### src/rtl/segxlat_pkg.sv
package segxlat_pkg;

    localparam int SEG_COUNT = 16;
    localparam int IDX_W     = $clog2(SEG_COUNT);
    localparam int CNT_W     = $clog2(SEG_COUNT + 1);
    localparam int BASE_W    = 24;
    localparam int LIMIT_W   = 16;
    localparam int PA_W      = BASE_W;
    localparam int PERM_W    = 3;

    typedef enum logic [2:0] {
        FLT_NONE      = 3'd0,
        FLT_SEG_RANGE = 3'd1,
        FLT_ABSENT    = 3'd2,
        FLT_OFFSET    = 3'd3,
        FLT_PERM      = 3'd4
    } fault_e;

    typedef enum logic [1:0] {
        ACC_READ  = 2'd0,
        ACC_WRITE = 2'd1,
        ACC_EXEC  = 2'd2,
        ACC_RSVD  = 2'd3
    } acc_e;

    typedef struct packed {
        logic                present;
        logic [PERM_W-1:0]   perm;
        logic [LIMIT_W-1:0]  limit;
        logic [BASE_W-1:0]   base;
    } seg_desc_t;

endpackage

### src/rtl/seg_desc_table.sv
module seg_desc_table
    import segxlat_pkg::*;
(
    input  logic             clk,
    input  logic             rst_n,
    input  logic             wr_en,
    input  logic [IDX_W-1:0] wr_idx,
    input  seg_desc_t        wr_desc,
    input  logic [IDX_W-1:0] rd_idx,
    output seg_desc_t        rd_desc
);

    seg_desc_t desc_d [SEG_COUNT];
    seg_desc_t desc_q [SEG_COUNT];

    for (genvar g = 0; g < SEG_COUNT; g++) begin : g_entry
        always_comb begin
            desc_d[g] = desc_q[g];
            if (wr_en && (wr_idx == IDX_W'(g))) begin
                desc_d[g] = wr_desc;
            end
        end

        always_ff @(posedge clk or negedge rst_n) begin
            if (!rst_n) begin
                desc_q[g] <= '0;
            end else begin
                desc_q[g] <= desc_d[g];
            end
        end
    end

    // read side sees registered contents only: same-cycle writes are not visible
    assign rd_desc = desc_q[rd_idx];

    // a write lands in the addressed entry by the next cycle
    a_r11_write_lands: assert property (@(posedge clk) disable iff (!rst_n)
        wr_en |=> (desc_q[$past(wr_idx)] == $past(wr_desc)));

    // reset clears every entry to not present
    a_r1_entry0_cleared: assert property (@(posedge clk)
        !rst_n |=> (!desc_q[0].present || $past(wr_en)));

endmodule

### src/rtl/seg_access_check.sv
module seg_access_check
    import segxlat_pkg::*;
(
    input  seg_desc_t           desc,
    input  logic [CNT_W-1:0]    seg_cnt,
    input  logic [IDX_W-1:0]    seg_num,
    input  logic [LIMIT_W-1:0]  offset,
    input  acc_e                kind,
    output fault_e              fault,
    output logic [PA_W-1:0]     paddr
);

    logic seg_out;
    logic off_out;
    logic perm_ok;

    always_comb begin
        seg_out = ({1'b0, seg_num} >= seg_cnt);
        off_out = (offset >= desc.limit);
        unique case (kind)
            ACC_READ:  perm_ok = desc.perm[0];
            ACC_WRITE: perm_ok = desc.perm[1];
            ACC_EXEC:  perm_ok = desc.perm[2];
            default:   perm_ok = 1'b0;
        endcase
    end

    // lowest code wins
    always_comb begin
        if (seg_out) begin
            fault = FLT_SEG_RANGE;
        end else if (!desc.present) begin
            fault = FLT_ABSENT;
        end else if (off_out) begin
            fault = FLT_OFFSET;
        end else if (!perm_ok) begin
            fault = FLT_PERM;
        end else begin
            fault = FLT_NONE;
        end
    end

    always_comb begin
        if (fault == FLT_NONE) begin
            paddr = desc.base + PA_W'(offset);
        end else begin
            paddr = '0;
        end
    end

endmodule

### src/rtl/seg_xlate_unit.sv
module seg_xlate_unit
    import segxlat_pkg::*;
(
    input  logic               clk,
    input  logic               rst_n,
    input  logic               tbl_we,
    input  logic [IDX_W-1:0]   tbl_idx,
    input  logic [BASE_W-1:0]  tbl_base,
    input  logic [LIMIT_W-1:0] tbl_limit,
    input  logic               tbl_present,
    input  logic [PERM_W-1:0]  tbl_perm,
    input  logic               cnt_we,
    input  logic [CNT_W-1:0]   cnt_val,
    input  logic               req_valid,
    input  logic [IDX_W-1:0]   req_seg,
    input  logic [LIMIT_W-1:0] req_off,
    input  logic [1:0]         req_kind,
    output logic               rsp_valid,
    output logic [PA_W-1:0]    rsp_paddr,
    output logic [2:0]         rsp_fault
);

    typedef struct packed {
        logic             vld;
        logic [PA_W-1:0]  pa;
        fault_e           flt;
        logic [CNT_W-1:0] cnt;
    } xl_state_t;

    xl_state_t st_d;
    xl_state_t st_q;

    seg_desc_t wr_desc;
    seg_desc_t rd_desc;
    fault_e    chk_fault;
    logic [PA_W-1:0] chk_paddr;

    always_comb begin
        wr_desc.present = tbl_present;
        wr_desc.perm    = tbl_perm;
        wr_desc.limit   = tbl_limit;
        wr_desc.base    = tbl_base;
    end

    seg_desc_table i_table (
        .clk     (clk),
        .rst_n   (rst_n),
        .wr_en   (tbl_we),
        .wr_idx  (tbl_idx),
        .wr_desc (wr_desc),
        .rd_idx  (req_seg),
        .rd_desc (rd_desc)
    );

    seg_access_check i_check (
        .desc    (rd_desc),
        .seg_cnt (st_q.cnt),
        .seg_num (req_seg),
        .offset  (req_off),
        .kind    (acc_e'(req_kind)),
        .fault   (chk_fault),
        .paddr   (chk_paddr)
    );

    always_comb begin
        st_d     = st_q;
        st_d.vld = req_valid;
        if (req_valid) begin
            st_d.pa  = chk_paddr;
            st_d.flt = chk_fault;
        end
        if (cnt_we) begin
            st_d.cnt = cnt_val;
        end
    end

    always_ff @(posedge clk or negedge rst_n) begin
        if (!rst_n) begin
            st_q <= '{vld: 1'b0, pa: '0, flt: FLT_NONE, cnt: '0};
        end else begin
            st_q <= st_d;
        end
    end

    assign rsp_valid = st_q.vld;
    assign rsp_paddr = st_q.pa;
    assign rsp_fault = st_q.flt;

    // one response per request, one cycle later
    a_r2_rsp_follows_req: assert property (@(posedge clk) disable iff (!rst_n)
        req_valid |=> rsp_valid);
    a_r2_no_spurious_rsp: assert property (@(posedge clk) disable iff (!rst_n)
        !req_valid |=> !rsp_valid);

    // segment beyond the count faults with code 1
    a_r3_seg_range: assert property (@(posedge clk) disable iff (!rst_n)
        (req_valid && ({1'b0, req_seg} >= st_q.cnt)) |=> (rsp_fault == 3'd1));

    // absent descriptor faults with code 2 when in range
    a_r4_absent: assert property (@(posedge clk) disable iff (!rst_n)
        (req_valid && ({1'b0, req_seg} < st_q.cnt) && !rd_desc.present)
        |=> (rsp_fault == 3'd2));

    // a faulting response never carries an address
    a_r8_fault_zero_addr: assert property (@(posedge clk) disable iff (!rst_n)
        (rsp_valid && (rsp_fault != 3'd0)) |-> (rsp_paddr == '0));

    // only defined codes appear
    a_r7_code_range: assert property (@(posedge clk) disable iff (!rst_n)
        rsp_valid |-> (rsp_fault <= 3'd4));

    // idle cycles leave the result untouched
    a_r10_hold_idle: assert property (@(posedge clk) disable iff (!rst_n)
        !req_valid |=> ($stable(rsp_paddr) && $stable(rsp_fault)));

endmodule

### config.mk
export PLATFORM = sky130hd
export DESIGN_NAME = seg_xlate_unit
export DESIGN_NICKNAME = d
export VERILOG_FILES = /design/src/rtl/segxlat_pkg.sv /design/src/rtl/seg_desc_table.sv /design/src/rtl/seg_access_check.sv /design/src/rtl/seg_xlate_unit.sv
export SDC_FILE = /design/constraint.sdc
export NUM_CORES = 1
export LEC_CHECK = 0
export BUFFER_PORTS_ARGS = -buffer_cell sky130_fd_sc_hd__buf_2
export CORE_ASPECT_RATIO = 1.2
export CORE_MARGIN = 2
export CORE_UTILIZATION = 45
export CTS_CLUSTER_SIZE = 8
export DETAILED_ROUTE_END_ITERATION = 7
export PLACE_DENSITY = 0.72
export SYNTH_ARGS = -nofsm -noshare
export SYNTH_HDL_FRONTEND = slang
export SYNTH_SLANG_ARGS = --single-unit
### constraint.sdc
create_clock -name clk -period 4.5 [get_ports clk]
set_clock_uncertainty 0.05 [all_clocks]
set_input_delay 0.45 -clock clk [delete_from_list [all_inputs] [get_ports clk]]
set_output_delay 0.45 -clock clk [all_outputs]
set_load 0.05 [all_outputs]
==> summary.txt <==
Outcome
  • Status: finished clean

Logic synthesis
  • EDFF count, synth: 0
  • Seq/Total Area, Yosys: between 50% and 60%
  • Mapped Cells: between 2k and 2.5k
  • Top cell type by total area after synthesis: dfrtp_1
  • Syn Nets: 2,239
  • Synth top area share: 54.2%
  • Synth unique cells: 59
  • Post-synthesis async set-or-reset flop share: 100%
  • Mapped Area: 0.0340 mm^2
  • Main flop type after synthesis: dfrtp_1
  • Synth Register Bits: around 740
  • Yosys warnings: 0
  • Avg Inst Size Synth: 16.0 um^2
  • Area contributors post-synth: dfrtp_1 (54%), mux2_2 (23%), mux4_2 (14%), clkbuf_1 (1.3%), ha_1 (1.3%)

Timing
  • Tmin final: 3.77 ns
  • Final Hold Vio Count: 0
  • RSZ-0062 raised after global routing: no
  • Period utilization: 83.8%
  • Final setup margin: 0.731 ns
  • FMAX: ~270 MHz
  • Hold slack: 0.0511 ns
  • Setup Viol. Count Final: 0
  • Worst-margin pin slew: 1.06 ns
  • Setup TNS: 0 ns
  • Final Max Tran Viols: 0
  • Slew headroom: 29.1%

Setup path
  • Crit Path Class: register to register
  • CP top delay family: compound AO/OA/AOI/OAI gates
  • CP max FO: 4
  • Arrival @ worst endpoint: 4.29 ns
  • Crit-path cells: mux4_2 > mux4_2 > inv_1 > ha_1 > a21oi_1 > o21ai_0 > a2111oi_2 > buf_4 > o211ai_2 > a2111o_1 > or4_1 > nand3_1
  • Critical Path RT: 5.02 ns
  • CP bufs+invs: 2
  • Crit-path max cell delay: 0.53 ns
  • Critical path depth: 12
  • Crit start category: register
  • CP endpoint kind: register
  • CP max stage cell: or4_1
  • Worst reg-to-reg path cell count: 12
  • Critical path's most frequent cell: mux4_2

Layout
  • Fin util: 51.7%
  • Most common cell after layout, fill and taps aside: dfrtp_1
  • Non-Filler Instances: about 3.3k
  • Post-route cell area: 0.0388 mm^2
  • Leading cell types in the layout, fill and taps excluded: dfrtp_1 (737), mux2_2 (705), mux4_2 (207), clkbuf_16 (106), buf_2 (103)
  • Ratio of cells with drive above 1 in the final layout: a little over half
  • Area grow syn2layout: 14.0%
  • Layout Nets: roughly 2.4k

Placement
  • Detail Placement HPWL: 51.0 mm
  • Post-place instance area: 0.0360 mm^2
  • GP Congestion: 0.820
  • DP Worst Slack: 0.236 ns
  • Placed Cells: 3,139
  • Port Buffers: 107

Power and ir drop
  • Comb pwr share: 19.7%
  • Clock Power Share: 34.7%
  • Tot Pwr: 19.5 mW
  • Sw power: 4.97 mW
  • Internal Power: 14.5 mW
  • Sw Share: 25.5%
  • Register share of total power: 45.6%
  • Static Leak: 16.7 nW
  • Peak VDD IR: about 0.00027 V
  • Power Density: ~500 mW/mm^2

Floorplanning
  • Die area: 0.0779 mm^2
  • Die Y: 305 um
  • Core Area: 0.0750 mm^2
  • Initial Utilization: 45.4%
  • FP Rows: 110
  • Io pins: 108
  • Horiz. Die Dim: around 260 um

Global routing
  • GR Overflow Total: 0
  • Antenna violations before repair: 13
  • First-pass GRT wire length: about 130 mm
  • Overall Global Routing Usage: 22.6%
  • Pin count of the biggest net entering global routing: between 100 and 150
  • Vias in the first global route: 21.3k

CTS
  • Sinks on Clock Net: approximately 740
  • Cts repair resizes: 0
  • Longest Clk Path Bufs: 3
  • Clock-pin transition on the worst setup and hold timing paths: 0.05 ns
  • Worst-Skew Late Latency: 0.65 ns
  • Num CTS Buffers: 102
  • Clock root buffer: clkbuf_16
  • CTS tree: yes
  • H-tree levels: 3

Routing
  • Vias per Instance: 5.97
  • Drt total wl: 85.2 mm
  • # DRC: 0
  • Via count: between 15k and 20k
  • Initial drt markers: 1,290
  • Final ANT Viol Nets: 0
  • Pre-antenna DRT Iters: 5
  • Drt wl/cell: 26.1 um

Min path
  • Worst hold path class: input port to register
  • Worst hold path stage count: 2

Job
  • Max-cap violations: 0
## state kept, by name, indices dropped and copies added (netlist names)
signal / count
i_table.desc_q: 704
st_q: 5
rsp_fault: 3
rsp_paddr: 24
rsp_valid: 1
## power by group through the flow
stage / logic (mW) / registers [mW] / clock network [mW]
final: 3.84 / 8.89 / 6.76
after global routing: 4.15 / 9.06 / 7.16
after CTS: 3.88 / 8.89 / 6.90
after detailed placement: 3.86 / 8.97 / 0
after global placement: 3.69 / 8.86 / 0
after floorplan: 2.91 / 8.75 / 0
## layer usage
| metal | vias to the layer above | track usage, % | part of all wire [%] |
|---|---|---|---|
| li1 | 8178 | - | - |
| met1 | 10624 | 29.9 | 41 |
| met2 | 534 | 37.1 | 50 |
| met3 | 155 | 4.39 | 6.0 |
| met4 | 10 | 8.15 | 2.9 |
| met5 | - | 0 | 0.077 |
## synthesized netlist by cell type (all sizes together) (3+ instances only)
master and count:
o21ai 15, mux4 214, inv 32, nand4 3, mux2i 4, a211o 3
a221oi 4, nor2 29, nor2b 4, clkbuf 120, o311ai 5, dfrtp 737
mux2 705, a22o 20, nand2 31, a211oi 6, buf 49, xnor2 12
nor3 6, a21oi 17, nand3b 3, a221o 3, ha 36, nand3 6
o211ai 8, a21o 4, or3 5, nand2b 11
## cell families after synthesis
family / after synthesis / synth area share, %
mux: 923 / 37.7
buf+inv: 201 / 2.53
simple gates: 107 / 1.52
flops: 737 / 54.2
xor+xnor: 12 / 0.309
fa+ha+maj: 37 / 1.38
compound gates: 105 / 2.41
## final timing paths
check                                                start                              end  slack [ns]
min                                                 cnt_we              st_q[3]$_DFFE_PN0P_        0.05
min in group asynchronous                            rst_n   i_table.desc_q[42]$_DFFE_PN0P_        0.41
min reg2reg                 i_table.desc_q[53]$_DFFE_PN0P_   i_table.desc_q[53]$_DFFE_PN0P_        0.45
max reg2reg                i_table.desc_q[209]$_DFFE_PN0P_        rsp_paddr[22]$_DFFE_PN0P_        0.73
max in group asynchronous                            rst_n  i_table.desc_q[537]$_DFFE_PN0P_        2.72
max                        i_table.desc_q[209]$_DFFE_PN0P_        rsp_paddr[22]$_DFFE_PN0P_        0.73
## worst register-to-register path, cell delays in order (launching register included)
cell       delay (ns)
dfrtp_1          0.37
mux4_2           0.48
mux4_2           0.46
inv_1            0.10
ha_1             0.25
a21oi_1          0.14
o21ai_0          0.13
a2111oi_2        0.36
buf_4            0.20
o211ai_2         0.18
a2111o_1         0.36
or4_1            0.53
nand3_1          0.10
## area by class of cell
cell class | count | area (um^2)
fillers | 5981 | 36200
flip-flops and latches | 737 | 18400
multi-input cells | 1184 | 14900
clock buffers | 107 | 2660
repair buffers | 185 | 1420
well taps | 1008 | 1260
inverters | 32 | 120
clock inverters | 4 | 42.5
diodes | 8 | 20.0
## repair_timing
action | 4_1_cts | 5_1_grt
setup buffers | 0 | 0
hold buffers | 7 | 0
hold endpoints to repair | 102 | 0
Power figures use the tool's default switching activity.
